--- config.mk ---
export PLATFORM = sky130hd
export DESIGN_NAME = modem_status_unit
export DESIGN_NICKNAME = d
export VERILOG_FILES = /design/src/rtl/msr_pkg.sv /design/src/rtl/msr_sync.sv /design/src/rtl/msr_ctrl.sv /design/src/rtl/msr_datapath.sv /design/src/rtl/modem_status_unit.sv
export SDC_FILE = /design/constraint.sdc
export NUM_CORES = 1
export LEC_CHECK = 0
export BUFFER_PORTS_ARGS = -buffer_cell sky130_fd_sc_hd__buf_2
export CAP_MARGIN = 20
export CORE_AREA = 2 2 45 47
export CTS_CLUSTER_DIAMETER = 30
export CTS_CLUSTER_SIZE = 8
export DETAILED_ROUTE_END_ITERATION = 7
export DIE_AREA = 0 0 47 49
export GPL_TIMING_DRIVEN = 0
export HOLD_SLACK_MARGIN = 0.15
export PLACE_DENSITY_LB_ADDON = 0.1
export REMOVE_ABC_BUFFERS = 1
export SLEW_MARGIN = 10
export SYNTH_ARGS = -nofsm -noshare
export SYNTH_HDL_FRONTEND = slang
export SYNTH_SLANG_ARGS = --single-unit
--- constraint.sdc ---
create_clock -name clk -period 2.9 [get_ports clk]
set_input_delay 0.58 -clock clk [delete_from_list [all_inputs] [get_ports clk]]
set_output_delay 0.58 -clock clk [all_outputs]
set_load 0.01 [all_outputs]
--- src/rtl/msr_pkg.sv ---
package msr_pkg;
  localparam int LINE_COUNT = 4;
  // bit position of each inbound line inside a status nibble
  localparam int IDX_CTS = 0;
  localparam int IDX_DSR = 1;
  localparam int IDX_RI  = 2;
  localparam int IDX_DCD = 3;
  // bit position of each outbound line inside the control register
  localparam int CB_DTR  = 0;
  localparam int CB_RTS  = 1;
  localparam int CB_OUT1 = 2;
  localparam int CB_OUT2 = 3;
  localparam int CB_LOOP = 4;
  localparam int CTRL_BITS = 5;

  typedef struct packed {
    logic                  loopEn;
    logic                  clrFlags;
    logic [LINE_COUNT-1:0] loopLinesN;
  } msrStrobe_t;
endpackage

--- src/rtl/msr_sync.sv ---
module msr_sync #(
  parameter int STAGES = 2,
  parameter int WIDTH = 4,
  parameter logic [WIDTH-1:0] RESET_VAL = '1
) (
  input  logic             clk,
  input  logic             rstN,
  input  logic [WIDTH-1:0] din,
  output logic [WIDTH-1:0] dout
);
  logic [STAGES-1:0][WIDTH-1:0] chain;

  always_ff @(posedge clk or negedge rstN) begin
    if (!rstN) begin
      chain <= {STAGES{RESET_VAL}};
    end else begin
      chain[0] <= din;
      for (int s = 1; s < STAGES; s++) begin
        chain[s] <= chain[s-1];
      end
    end
  end

  assign dout = chain[STAGES-1];
endmodule

--- src/rtl/msr_ctrl.sv ---
module msr_ctrl
  import msr_pkg::*;
(
  input  logic                  clk,
  input  logic                  rstN,
  input  logic                  ctrlWrEn,
  input  logic [CTRL_BITS-1:0]  ctrlWrBits,
  input  logic                  statRdEn,
  output logic [7:0]            ctrlRdData,
  output logic [LINE_COUNT-1:0] pinsN,
  output msrStrobe_t            strobe
);
  localparam int PAD_BITS = 8 - CTRL_BITS;

  logic [CTRL_BITS-1:0] ctrlReg;

  always_ff @(posedge clk or negedge rstN) begin
    if (!rstN) begin
      ctrlReg <= '0;
    end else if (ctrlWrEn) begin
      ctrlReg <= ctrlWrBits;
    end
  end

  assign ctrlRdData = {{PAD_BITS{1'b0}}, ctrlReg};

  always_comb begin
    strobe = '0;
    strobe.loopEn   = ctrlReg[CB_LOOP];
    strobe.clrFlags = statRdEn;
    strobe.loopLinesN[IDX_CTS] = ~ctrlReg[CB_RTS];
    strobe.loopLinesN[IDX_DSR] = ~ctrlReg[CB_DTR];
    strobe.loopLinesN[IDX_RI]  = ~ctrlReg[CB_OUT1];
    strobe.loopLinesN[IDX_DCD] = ~ctrlReg[CB_OUT2];
  end

  assign pinsN = ctrlReg[CB_LOOP] ? '1 : ~ctrlReg[LINE_COUNT-1:0];

  // pins follow a non-loopback write one cycle later
  a_r6_pins_follow_write: assert property (@(posedge clk) disable iff (!rstN)
    (ctrlWrEn && !ctrlWrBits[CB_LOOP]) |=> (pinsN == ~$past(ctrlWrBits[LINE_COUNT-1:0])));

  // loopback parks every outbound pin high
  a_r7_pins_idle_in_loop: assert property (@(posedge clk) disable iff (!rstN)
    (ctrlWrEn && ctrlWrBits[CB_LOOP]) |=> (pinsN == '1));
endmodule

--- src/rtl/msr_datapath.sv ---
module msr_datapath
  import msr_pkg::*;
#(
  parameter int SYNC_STAGES = 2
) (
  input  logic                  clk,
  input  logic                  rstN,
  input  logic [LINE_COUNT-1:0] extLinesN,
  input  msrStrobe_t            strobe,
  output logic [7:0]            statusData,
  output logic                  irq
);
  logic [LINE_COUNT-1:0] syncN;
  logic [LINE_COUNT-1:0] selN;
  logic [LINE_COUNT-1:0] prevN;
  logic [LINE_COUNT-1:0] chg;
  logic [LINE_COUNT-1:0] flags;

  msr_sync #(
    .STAGES(SYNC_STAGES),
    .WIDTH(LINE_COUNT),
    .RESET_VAL('1)
  ) sync_i (
    .clk (clk),
    .rstN(rstN),
    .din (extLinesN),
    .dout(syncN)
  );

  assign selN = strobe.loopEn ? strobe.loopLinesN : syncN;

  for (genvar i = 0; i < LINE_COUNT; i++) begin : g_edge
    if (i == IDX_RI) begin : g_rise_only
      // pin low to high: previous 0, now 1
      assign chg[i] = selN[i] & ~prevN[i];
    end else begin : g_any
      assign chg[i] = selN[i] ^ prevN[i];
    end
  end

  always_ff @(posedge clk or negedge rstN) begin
    if (!rstN) begin
      prevN <= '1;
      flags <= '0;
    end else begin
      prevN <= selN;
      flags <= (strobe.clrFlags ? '0 : flags) | chg;
    end
  end

  assign statusData = {~prevN, flags};
  assign irq = |flags;

  // flags only clear through a read
  a_r2_flags_sticky: assert property (@(posedge clk) disable iff (!rstN)
    !strobe.clrFlags |=> ((flags & $past(flags)) == $past(flags)));

  // a falling ring-indicator pin never sets its flag
  a_r3_ri_fall_ignored: assert property (@(posedge clk) disable iff (!rstN)
    (!flags[IDX_RI] && prevN[IDX_RI] && !selN[IDX_RI]) |=> !flags[IDX_RI]);

  // a read with no concurrent change empties the flags
  a_r4_read_clears: assert property (@(posedge clk) disable iff (!rstN)
    (strobe.clrFlags && chg == '0) |=> (flags == '0));

  // a change coinciding with a read survives it
  a_r9_change_beats_read: assert property (@(posedge clk) disable iff (!rstN)
    strobe.clrFlags |=> (flags == $past(chg)));
endmodule

--- src/rtl/modem_status_unit.sv ---
module modem_status_unit
  import msr_pkg::*;
#(
  parameter int SYNC_STAGES = 2
) (
  input  logic       clk,
  input  logic       rstN,
  input  logic       ctrlWrEn,
  input  logic [7:0] ctrlWrData,
  output logic [7:0] ctrlRdData,
  input  logic       statRdEn,
  output logic [7:0] statusData,
  input  logic       dcdInN,
  input  logic       riInN,
  input  logic       dsrInN,
  input  logic       ctsInN,
  output logic       dtrOutN,
  output logic       rtsOutN,
  output logic       out1OutN,
  output logic       out2OutN,
  output logic       modemIrq
);
  msrStrobe_t            strobe;
  logic [LINE_COUNT-1:0] pinsN;
  logic [LINE_COUNT-1:0] extLinesN;

  always_comb begin
    extLinesN = '0;
    extLinesN[IDX_CTS] = ctsInN;
    extLinesN[IDX_DSR] = dsrInN;
    extLinesN[IDX_RI]  = riInN;
    extLinesN[IDX_DCD] = dcdInN;
  end

  msr_ctrl ctrl_i (
    .clk       (clk),
    .rstN      (rstN),
    .ctrlWrEn  (ctrlWrEn),
    .ctrlWrBits(ctrlWrData[CTRL_BITS-1:0]),
    .statRdEn  (statRdEn),
    .ctrlRdData(ctrlRdData),
    .pinsN     (pinsN),
    .strobe    (strobe)
  );

  msr_datapath #(.SYNC_STAGES(SYNC_STAGES)) dp_i (
    .clk       (clk),
    .rstN      (rstN),
    .extLinesN (extLinesN),
    .strobe    (strobe),
    .statusData(statusData),
    .irq       (modemIrq)
  );

  assign dtrOutN  = pinsN[CB_DTR];
  assign rtsOutN  = pinsN[CB_RTS];
  assign out1OutN = pinsN[CB_OUT1];
  assign out2OutN = pinsN[CB_OUT2];

  // any pending flag raises the request
  a_r5_irq_on_flag: assert property (@(posedge clk) disable iff (!rstN)
    (|statusData[3:0]) |-> modemIrq);

  // upper control bits never stick
  a_r8_upper_dropped: assert property (@(posedge clk) disable iff (!rstN)
    (ctrlWrEn && |ctrlWrData[7:5]) |=> (ctrlRdData[7:5] == 3'b000));
endmodule

==> impl_metrics.csv <==
group,metric,value,unit
clocking,post-cts-setup-buffers,0,
clocking,post_cts.resized_instances,0,
setup_path,crit_fanout,3,
setup_path,cpLargestDelayFamily,"simple AND/OR/NAND/NOR gates",
setup_path,cpPeakStageDelay,0.50,ns
placement,portBuffers,30,
power_and_ir_drop,ir_worst_vdd,0.382,mV
yosys,syn_inst,67,
final_layout,drive_gt1_frac,0.500,
floorplan,ios,37,
route,vias,535,
final_layout,layout_commonest_cell,"buf_2",
global_routing,grt_usage,0.129,
route,drtIter0Drc,5,
placement,detailed_place_hpwl,970,um
timing,finalWorstPathRequiredPeriod,1.92,ns
setup_path,crit_type,"flop to output pin",
floorplan,num_rows,16,
final_layout,nets,115,
yosys,ys_warn_count,0,
timing,rsz0062_at_grt,"false",
yosys,ys_ff_latch,21,
floorplan,die_area,2300,um2
timing,finalHoldViolCount,0,
power_and_ir_drop,combPwrFrac,0.189,
route,viasPerCell,4.28,
floorplan,chipHeight,49,um
final_layout,area_delta_synth_final,21.4,%
timing,finalMaxSlewViolations,0,
route,route.detailed.drc,0,
global_routing,antenna_found_initial,0,
setup_path,path_cells,"or4_1, buf_2",
setup_path,start_kind,"flop",
yosys,yosysSeqAreaShare,0.647,
clocking,clock-sinks,21,
power_and_ir_drop,seqPwrFrac,0.585,
final_layout,final_core_util,0.551,
timing,setup_viol,0,
clocking,clock_latency,0.30,ns
setup_path,critical_path_arrival,1.34,ns
setup_path,worst-path-buf-inv,1,
timing,max_freq,0.520,GHz
power_and_ir_drop,intPower,0.000441,W
final_layout,diodes,0,
yosys,syn_area_per_cell,12.5,um2
power_and_ir_drop,sw_frac_of_total,0.264,
power_and_ir_drop,p_leak,0.514,nW
global_routing,grt-ovfl-total,0,
global_routing,grt_pass1_vias,530,
yosys,syn_area,836,um2
floorplan,start_util,0.454,
setup_path,critPathCaptureType,"output pin",
final_layout,nFillCells,173,
route,drt-total-wl,1.26,mm
setup_path,critPathSlowestCell,"or4_1",
power_and_ir_drop,pwr-share-clk,0.226,
hold_path,min_path_type,"primary input to asynchronous set/reset pin",
yosys,yosysUniqueCellTypes,17,
floorplan,die_w,47,um
clocking,holdBufCountCts,0,
clocking,htree_levels,1,
final_layout,layout_common_cells,"buf_2, dfstp_2, inv_1, dfrtp_1, nor2_1",
timing,finalCritPeriodShare,0.663,
power_and_ir_drop,switchingPower,0.000158,W
clocking,cts_made_buffers,3,
clocking,cts.path.max_buffers,2,
setup_path,crit_required,2.32,ns
route,first_pass_iters,2,
job,maxCapViolations,0,
route,ant_nets,0,
timing,finClkSkew,0.00697,ns
clocking,cts_tree,"done",
clocking,root_buffer,"clkbuf_4",
status,outcome,"finished, final reports clean",
global_routing,grt_max_degree,22,
global_routing,grt_pass1_wl,2.13,mm
floorplan,core,1840,um2
power_and_ir_drop,power.density,590,nW/um2
route,wl_per_cell,10.1,um
timing,fin_setup_tns,0,ns
clocking,clk_pin_slew,0.11,ns
placement,finalWeightedCongestion,0.671,
==> sequential cells by signal, indices dropped and copies added (netlist names) <==
name,count
ctrl_i.ctrlReg,5
dp_i.flags,4
dp_i.prevN,4
dp_i.sync_i.chain,4
dp_i.sync_i.dout,4
==> power by group through the flow <==
stage | combinational (W) | clock [W] | sequential (W)
finish | 0.000113 | 0.000135 | 0.000350
global route | 0.000128 | 0.000153 | 0.000355
CTS | 0.000116 | 0.000144 | 0.000352
detailed placement | 0.000115 | 0 | 0.000357
global placement | 0.000112 | 0 | 0.000354
floorplan | 0.0000560 | 0 | 0.000362
==> final timing paths <==
check,from,endpoint,slack (ns),depth (start not counted)
setup reg to reg,ctrl_i.ctrlReg[4]$_DFFE_PN0P_,dp_i.flags[2]$_DFF_PN0_,1.66,2
hold reg to reg,dp_i.sync_i.chain[2]$_DFF_PN1_,dp_i.sync_i.dout[2]$_DFF_PN1_,0.36,0
max in group asynchronous,rstN,dp_i.sync_i.dout[0]$_DFF_PN1_,2.36,1
hold / removal,rstN,dp_i.flags[1]$_DFF_PN0_,0.20,1
min in group clk,dp_i.sync_i.chain[2]$_DFF_PN1_,dp_i.sync_i.dout[2]$_DFF_PN1_,0.36,0
setup / recovery,dp_i.flags[2]$_DFF_PN0_,modemIrq,0.98,2
==> Yosys cell counts, drive strengths merged <==
cell type	number	area share
a22o	1	0.010
buf	5	0.046
conb	1	0.0045
dfrtp	9	0.27
dfstp	12	0.38
inv	9	0.040
mux2	5	0.085
mux2i	3	0.036
nand2	4	0.018
nand2b	4	0.030
nor2	6	0.027
nor2b	3	0.022
o21ai	4	0.024
or4	1	0.0090
==> per-stage QoR <==
step	cell area (um2)	total power, W	worst slack [ns]	hold slack, ns	instances
after floorplan	805	0.000417	1.34	0.284	64
after global placement	988	0.000466	1.31	0.346	121
after detailed placement	988	0.000471	1.30	0.347	121
after CTS	1010	0.000611	0.951	0.215	125
after global routing	1010	0.000637	0.902	0.232	125
final	1010	0.000599	0.978	0.201	125
==> layer usage <==
layer | global-route usage | vias to the layer above | part of all wire
met3 | 0.0222 | 2 | 0.059
met2 | 0.235 | 22 | 0.51
met1 | 0.137 | 249 | 0.41
met4 | 0.0556 | 0 | 0.016
met5 | 0 | - | 0
li1 | - | 262 | -
==> final cells by class <==
type                    instances  area, um2  share of cell area
clock buffers                   4       26.3              0.0259
multi-input cells              34        230               0.227
well taps                      27       33.8              0.0333
inverters                       9       33.8              0.0333
repair buffers                 30        150               0.148
flip-flops and latches         21        541               0.533
==> kinds of logic after synthesis <==
kind of cell,Yosys count,synth area share
AND/OR/NAND/NOR,18,0.106
buffers and inverters,14,0.0868
AO/OA/AOI/OAI,5,0.0344
multiplexers,8,0.121
other,1,0.00449
flip-flops,21,0.647
==> worst reg2reg max path, delay by kind of cell (launching register included) <==
family         cells  cell delay, ns
flip-flops         1            0.58
multiplexers       1            0.35
AO/OA/AOI/OAI      1            0.20
No activity file was read; power rests on OpenSTA's default activity.
